**config.mk**
```make
export PLATFORM = sky130hd
export DESIGN_NAME = twi_shift_unit
export DESIGN_NICKNAME = d
export VERILOG_FILES = /design/src/rtl/twi_shift_pkg.sv /design/src/rtl/twi_line_sync.sv /design/src/rtl/twi_shift_core.sv /design/src/rtl/twi_hold_ctrl.sv /design/src/rtl/twi_shift_unit.sv
export SDC_FILE = /design/constraint.sdc
export NUM_CORES = 1
export LEC_CHECK = 0
export BUFFER_PORTS_ARGS = -buffer_cell sky130_fd_sc_hd__buf_2
export CORE_MARGIN = 4
export CORE_UTILIZATION = 28
export DETAILED_ROUTE_END_ITERATION = 6
export MAX_ROUTING_LAYER = met4
export SLEW_MARGIN = 30
export SYNTH_ARGS = -nofsm -noshare
export SYNTH_HDL_FRONTEND = slang
export SYNTH_SLANG_ARGS = --single-unit
```
**constraint.sdc**
```tcl
create_clock -name clk -period 3.6 [get_ports clk]
set_input_delay 0.54 -clock clk [delete_from_list [all_inputs] [get_ports clk]]
set_output_delay 0.54 -clock clk [all_outputs]
set_load 0.05 [all_outputs]
```
**src/rtl/twi_shift_pkg.sv**
```systemverilog
package twi_shift_pkg;
    typedef enum logic [1:0] {
        SRC_SCL = 2'd0,
        SRC_EXT = 2'd1,
        SRC_SW  = 2'd2
    } shift_src_e;

    typedef enum logic [1:0] {
        HS_FREE,
        HS_START_PEND,
        HS_HOLD_START,
        HS_HOLD_OVF
    } hold_state_e;
endpackage

```
**src/rtl/twi_line_sync.sv**
```systemverilog
module twi_line_sync #(
    parameter int STAGES = 2
) (
    input  logic clk,
    input  logic rst_n,
    input  logic line_i,
    output logic lvl_o,
    output logic prev_o
);
    localparam int LAST = STAGES - 1;

    logic [LAST:0] chain_q;
    logic          prev_q;

    generate
        if (STAGES == 1) begin : g_one
            always_ff @(posedge clk or negedge rst_n) begin
                if (!rst_n) chain_q <= '1;
                else        chain_q <= line_i;
            end
        end else begin : g_many
            always_ff @(posedge clk or negedge rst_n) begin
                if (!rst_n) chain_q <= '1;
                else        chain_q <= {chain_q[LAST-1:0], line_i};
            end
        end
    endgenerate

    always_ff @(posedge clk or negedge rst_n) begin
        if (!rst_n) prev_q <= 1'b1;
        else        prev_q <= chain_q[LAST];
    end

    assign lvl_o  = chain_q[LAST];
    assign prev_o = prev_q;
endmodule

```
**src/rtl/twi_shift_core.sv**
```systemverilog
module twi_shift_core
    import twi_shift_pkg::*;
#(
    parameter int DATA_W = 8,
    parameter int CNT_W  = 4
) (
    input  logic              clk,
    input  logic              rst_n,
    input  shift_src_e        src_i,
    input  logic              sda_lvl_i,
    input  logic              scl_rise_i,
    input  logic              scl_fall_i,
    input  logic              ext_stb_i,
    input  logic              sw_stb_i,
    input  logic              data_wr_en_i,
    input  logic [DATA_W-1:0] data_wr_i,
    input  logic              cnt_wr_en_i,
    input  logic [CNT_W-1:0]  cnt_wr_i,
    output logic [DATA_W-1:0] sreg_o,
    output logic [CNT_W-1:0]  cnt_o,
    output logic              ovf_evt_o
);
    localparam logic [CNT_W-1:0] CNT_TOP = '1;

    logic [DATA_W-1:0] sreg_q;
    logic [CNT_W-1:0]  cnt_q;
    logic              sample_q;
    logic              do_sample, do_shift, do_count, shift_bit;

    always_comb begin
        do_sample = 1'b0;
        do_shift  = 1'b0;
        shift_bit = sda_lvl_i;
        unique case (src_i)
            SRC_SCL: begin
                do_sample = scl_rise_i;
                do_shift  = scl_fall_i;
                shift_bit = sample_q;
            end
            SRC_EXT: do_shift = ext_stb_i;
            SRC_SW:  do_shift = sw_stb_i;
            default: ;
        endcase
        do_count  = do_sample | do_shift;
        ovf_evt_o = do_count && (cnt_q == CNT_TOP) && !cnt_wr_en_i;
    end

    always_ff @(posedge clk or negedge rst_n) begin
        if (!rst_n) begin
            sreg_q   <= '1;
            cnt_q    <= '0;
            sample_q <= 1'b1;
        end else begin
            if (do_sample)         sample_q <= sda_lvl_i;
            if (data_wr_en_i)      sreg_q   <= data_wr_i;
            else if (do_shift)     sreg_q   <= {sreg_q[DATA_W-2:0], shift_bit};
            if (cnt_wr_en_i)       cnt_q    <= cnt_wr_i;
            else if (do_count)     cnt_q    <= cnt_q + 1'b1;
        end
    end

    assign sreg_o = sreg_q;
    assign cnt_o  = cnt_q;

    AST_CNT_WRAP: assert property (@(posedge clk) disable iff (!rst_n)
        ovf_evt_o |=> (cnt_q == '0));
    AST_SHIFT_LSB_IN: assert property (@(posedge clk) disable iff (!rst_n)
        (do_shift && !data_wr_en_i) |=> (sreg_q[0] == $past(shift_bit)));
    AST_LOAD_WINS: assert property (@(posedge clk) disable iff (!rst_n)
        data_wr_en_i |=> (sreg_q == $past(data_wr_i)));
endmodule

```
**src/rtl/twi_hold_ctrl.sv**
```systemverilog
module twi_hold_ctrl
    import twi_shift_pkg::*;
(
    input  logic       clk,
    input  logic       rst_n,
    input  shift_src_e src_i,
    input  logic       sda_fall_i,
    input  logic       scl_lvl_i,
    input  logic       scl_fall_i,
    input  logic       ovf_evt_i,
    input  logic       clr_start_i,
    input  logic       clr_ovf_i,
    output logic       start_flag_o,
    output logic       ovf_flag_o,
    output logic       scl_hold_o
);
    hold_state_e state_q, state_d;
    logic        start_flag_q, ovf_flag_q;
    logic        start_evt;

    assign start_evt = sda_fall_i && scl_lvl_i;

    always_ff @(posedge clk or negedge rst_n) begin
        if (!rst_n) begin
            start_flag_q <= 1'b0;
            ovf_flag_q   <= 1'b0;
        end else begin
            if (start_evt)        start_flag_q <= 1'b1;
            else if (clr_start_i) start_flag_q <= 1'b0;
            if (ovf_evt_i)        ovf_flag_q   <= 1'b1;
            else if (clr_ovf_i)   ovf_flag_q   <= 1'b0;
        end
    end

    always_comb begin
        state_d = state_q;
        if (start_evt) begin
            state_d = HS_START_PEND;
        end else begin
            unique case (state_q)
                HS_FREE:
                    if (ovf_evt_i && src_i == SRC_SCL) state_d = HS_HOLD_OVF;
                HS_START_PEND:
                    if (clr_start_i)     state_d = HS_FREE;
                    else if (scl_fall_i) state_d = HS_HOLD_START;
                HS_HOLD_START:
                    if (clr_start_i)     state_d = HS_FREE;
                HS_HOLD_OVF:
                    if (clr_ovf_i)       state_d = HS_FREE;
                default:                 state_d = HS_FREE;
            endcase
        end
    end

    always_ff @(posedge clk or negedge rst_n) begin
        if (!rst_n) state_q <= HS_FREE;
        else        state_q <= state_d;
    end

    always_comb begin
        unique case (state_q)
            HS_HOLD_START, HS_HOLD_OVF: scl_hold_o = 1'b1;
            default:                    scl_hold_o = 1'b0;
        endcase
    end

    assign start_flag_o = start_flag_q;
    assign ovf_flag_o   = ovf_flag_q;

    AST_START_SETS: assert property (@(posedge clk) disable iff (!rst_n)
        start_evt |=> start_flag_q);
    AST_HOLD_HAS_CAUSE: assert property (@(posedge clk) disable iff (!rst_n)
        scl_hold_o |-> (start_flag_q || ovf_flag_q));
    AST_OVF_RELEASE: assert property (@(posedge clk) disable iff (!rst_n)
        (state_q == HS_HOLD_OVF && clr_ovf_i && !start_evt) |=> !scl_hold_o);
    AST_CLR_START: assert property (@(posedge clk) disable iff (!rst_n)
        (clr_start_i && !start_evt) |=> !start_flag_q);
endmodule

```
**src/rtl/twi_shift_unit.sv**
```systemverilog
module twi_shift_unit
    import twi_shift_pkg::*;
#(
    parameter int DATA_W      = 8,
    parameter int CNT_W       = 4,
    parameter int SYNC_STAGES = 2
) (
    input  logic              clk,
    input  logic              rst_n,
    input  logic              sda_i,
    input  logic              scl_i,
    output logic              sda_drive_low_o,
    output logic              scl_drive_low_o,
    input  logic [1:0]        clk_src_i,
    input  logic              ext_strobe_i,
    input  logic              sw_strobe_i,
    input  logic              sda_out_en_i,
    input  logic              data_wr_en_i,
    input  logic [DATA_W-1:0] data_wr_i,
    output logic [DATA_W-1:0] data_o,
    input  logic              cnt_wr_en_i,
    input  logic [CNT_W-1:0]  cnt_wr_i,
    output logic [CNT_W-1:0]  cnt_o,
    input  logic              clr_start_i,
    input  logic              clr_ovf_i,
    input  logic              start_irq_en_i,
    output logic              start_flag_o,
    output logic              ovf_flag_o,
    output logic              start_irq_o
);
    shift_src_e src;
    logic sda_lvl, sda_prev, scl_lvl, scl_prev;
    logic sda_fall, scl_rise, scl_fall, ovf_evt;

    assign src = shift_src_e'(clk_src_i);

    twi_line_sync #(.STAGES(SYNC_STAGES)) u_sda_sync (
        .clk(clk), .rst_n(rst_n), .line_i(sda_i), .lvl_o(sda_lvl), .prev_o(sda_prev));
    twi_line_sync #(.STAGES(SYNC_STAGES)) u_scl_sync (
        .clk(clk), .rst_n(rst_n), .line_i(scl_i), .lvl_o(scl_lvl), .prev_o(scl_prev));

    assign sda_fall = !sda_lvl && sda_prev;
    assign scl_rise = scl_lvl && !scl_prev;
    assign scl_fall = !scl_lvl && scl_prev;

    twi_shift_core #(.DATA_W(DATA_W), .CNT_W(CNT_W)) u_core (
        .clk(clk), .rst_n(rst_n), .src_i(src), .sda_lvl_i(sda_lvl),
        .scl_rise_i(scl_rise), .scl_fall_i(scl_fall),
        .ext_stb_i(ext_strobe_i), .sw_stb_i(sw_strobe_i),
        .data_wr_en_i(data_wr_en_i), .data_wr_i(data_wr_i),
        .cnt_wr_en_i(cnt_wr_en_i), .cnt_wr_i(cnt_wr_i),
        .sreg_o(data_o), .cnt_o(cnt_o), .ovf_evt_o(ovf_evt));

    twi_hold_ctrl u_hold (
        .clk(clk), .rst_n(rst_n), .src_i(src), .sda_fall_i(sda_fall),
        .scl_lvl_i(scl_lvl), .scl_fall_i(scl_fall), .ovf_evt_i(ovf_evt),
        .clr_start_i(clr_start_i), .clr_ovf_i(clr_ovf_i),
        .start_flag_o(start_flag_o), .ovf_flag_o(ovf_flag_o),
        .scl_hold_o(scl_drive_low_o));

    assign sda_drive_low_o = sda_out_en_i && !data_o[DATA_W-1];
    assign start_irq_o     = start_flag_o && start_irq_en_i;
endmodule

```
==> impl_metrics.ini <==
[status]
outcome = completed

[setup_path]
critPathMaxStageDelay_ns = 0.59
critPathBufInv = 1
crit_path_end = u_core.sreg_o[1]
reg2reg_slack_ns = 1.97
cp.arrival_ns = 1.83
critPathKind = reg -> reg
r2r_end = u_core.sreg_o[1]
slowest_stage = dfstp_2
cp_max_fo = 8
required_ns = 3.79
reg2regPathDepth = 4
crit_path_end_kind = flop
critPathLaunch = u_scl_sync.chain_q[1]
crit_family = compound AO/OA/AOI/OAI gates
worstPathCellList = inv_1, a311oi_4, mux2i_1, o21ai_1
crit_cells = 4
crit_path_start_kind = flop
reg2reg_from = u_scl_sync.chain_q[1]

[sta]
post-route-period-util = 0.454
fmax_mhz = 612
hold_ws_ns = 0.226
setup_tns_ns = 0
clock_skew_ns = 0.00517
rsz0062_at_grt = false
hold_violations = 0
tightest_slew_ns = 0.628
finalSetupViolations = 0
layout_setup_ws_ns = 1.97
finalWorstPathRequiredPeriod_ns = 1.63
finalMaxSlewViolations = 0
maxSlewHeadroom = 0.581

[clock_tree]
path_clk_slew_ns = 0.09
cts_tree = yes
hold_buffers = 0
clk_latency_ns = 0.27
cts_setup_buffers = 0
ctsResizeCount = 0
clockBufferDepth = 2
htreeDepth = 1
cts-root-buf = clkbuf_8
cts-buffers-inserted = 3
cts_sinks = 23

[floorplan]
rows = 22
pin_count = 43
dieArea_mm2 = 0.00503
start_util = 0.296
die_w_um = 70.9
core-area_mm2 = 0.00374
die_y_um = 70.9

[routing]
remaining_drc_errors = 0
detail-route-antenna-nets = 0
dr_total_vias = 886
wl_per_cell_um = 12.3
wirelength_um = 2330
via_per_inst = 4.66
dr.pass1.iters = 4
drt_iter0_markers = 16

[synth]
ys_ff_latch = 23
synth_top_area_cell = dfstp_2
yosysMostFrequentCell = dfstp_2
avgSynthCellArea_um2 = 11.1
synth_common_cells = dfstp_2 (15), nand2_1 (14), mux2i_1 (12)
ys.flop_type = dfstp_2
yosysWarningCount = 0
synth_edf_count = 0
async_flop_share = 1.00
synth_nets = 127
syn_area_mm2 = 0.00111
synthTopCellsByArea = dfstp_2 (36%), dfrtp_1 (18%), mux2i_1 (11%)
yosysUniqueCellTypes = 33
yosysSeqAreaShare = 0.536
syn_inst = 100
yosysTopAreaCellShare = 0.356

[grt]
grt_start_max_net_pins = 24
grt_usage = 0.0986
first_global_vias = 866
antenna_found_initial = 0
globalRouteOverflowTotal = 0
grt_first_pass_wirelength_um = 3770

[layout]
final_core_util = 0.376
area_delta_synth_final_pct = 27.1
antenna_cells = 0
nNetsFinal = 170
drive_gt1_frac = 0.472
fin_area_mm2 = 0.00141
finalNonFillerCells = 190

[pwr]
ir_drop_uv = 174
finalPower_uw = 676
powerDensity_mw_per_mm2 = 480
power_leakage_nw = 0.691

[placed_design]
dp.cells = 186
place_congestion = 0.772
placed_cell_area_mm2 = 0.00136
hpwlAfterDp_um = 1840
io_buffers = 42
place_ws_ns = 1.69

[hold_path]
hold_path_class = in -> async

[flow_run]
maxCapViolCount = 0
-- power breakdown --
part	total [mW]	leakage [nW]	internal (mW)	switching, mW
sequential	0.320	0.258	0.297	0.0228
clock	0.165	0.0217	0.0784	0.0870
combinational	0.190	0.411	0.0610	0.129
-- cells in the final DEF (no fill, tap or decap), drive strengths merged --
cell	Yosys	routed
nand4	1	1
o22ai	1	1
mux2	2	2
xor2	1	1
and2	1	1
and3	1	1
clkbuf	2	3
dfrtp	8	8
a221oi	1	1
o21ai	10	10
a211o	1	1
nand3b	1	1
nor3b	1	1
clkinvlp	0	1
nor2	4	4
buf	2	42
and3b	2	2
a311oi	1	1
a22o	2	2
nor2b	3	3
nand2	14	14
nand2b	1	1
nor3	2	2
mux2i	12	12
ha	1	1
dfstp	15	15
a22oi	2	2
a21oi	2	2
xnor2	1	1
nand3	1	1
inv	4	4
-- cell families (layout without fill, tap and decap cells) --
logic type | count (synthesis) | after routing | synth area share
adders and majority gates | 1 | 1 | 0.0113
xor gates and xnor gates | 2 | 2 | 0.0158
muxes | 14 | 14 | 0.129
and+or+nand+nor | 32 | 32 | 0.148
buffers and inverters | 8 | 50 | 0.0305
DFF | 23 | 23 | 0.536
AOI/OAI and AO/OA | 20 | 20 | 0.130
-- worst min-delay path by stage --
stage                     slack (ns)  depth (start not counted)             startpoint                     to
after floorplan                 0.24                          0                  rst_n        u_core.cnt_o[0]
after global placement          0.35                          0  u_scl_sync.chain_q[0]  u_scl_sync.chain_q[1]
after detailed placement        0.35                          0  u_scl_sync.chain_q[0]  u_scl_sync.chain_q[1]
after CTS                       0.24                          1                  rst_n        u_core.cnt_o[3]
after global routing            0.26                          1                  rst_n        u_core.cnt_o[3]
final                           0.23                          1                  rst_n        u_core.cnt_o[3]
-- per-layer routing --
metal | track usage | wire length, um | vias up
met2 | 0.170 | 1280 | 16
met3 | 0.0156 | 89 | 5
met4 | 0.0689 | 68 | 0
met1 | 0.102 | 901 | 430
li1 | - | - | 435
met5 | - | 0 | -
-- layout make-up --
| type | instances | area, um^2 |
|---|---|---|
| clock buffers | 3 | 41.3 |
| fillers | 396 | 2330 |
| clock inverters | 1 | 7.51 |
| well taps | 48 | 60.1 |
| repair buffers | 42 | 210 |
| inverters | 4 | 15.0 |
| flip-flops and latches | 23 | 594 |
| multi-input cells | 69 | 480 |
-- registers in the layout, indices dropped and copies added (netlist names) --
signal	flops
u_scl_sync.prev_o	1
u_hold.ovf_flag_o	1
u_scl_sync.chain_q	2
u_sda_sync.prev_o	1
u_hold.state_q	2
u_core.sample_q	1
u_core.sreg_o	8
u_hold.start_flag_o	1
u_sda_sync.chain_q	2
u_core.cnt_o	4
-- worst register-to-register path, delay by kind of cell, from the launching register on --
kind / cells / cell delay [ns]
flops: 1 / 0.59
mux: 1 / 0.27
compound gates: 2 / 0.61
buf+inv: 1 / 0.09
Power figures use the tool's default switching activity.
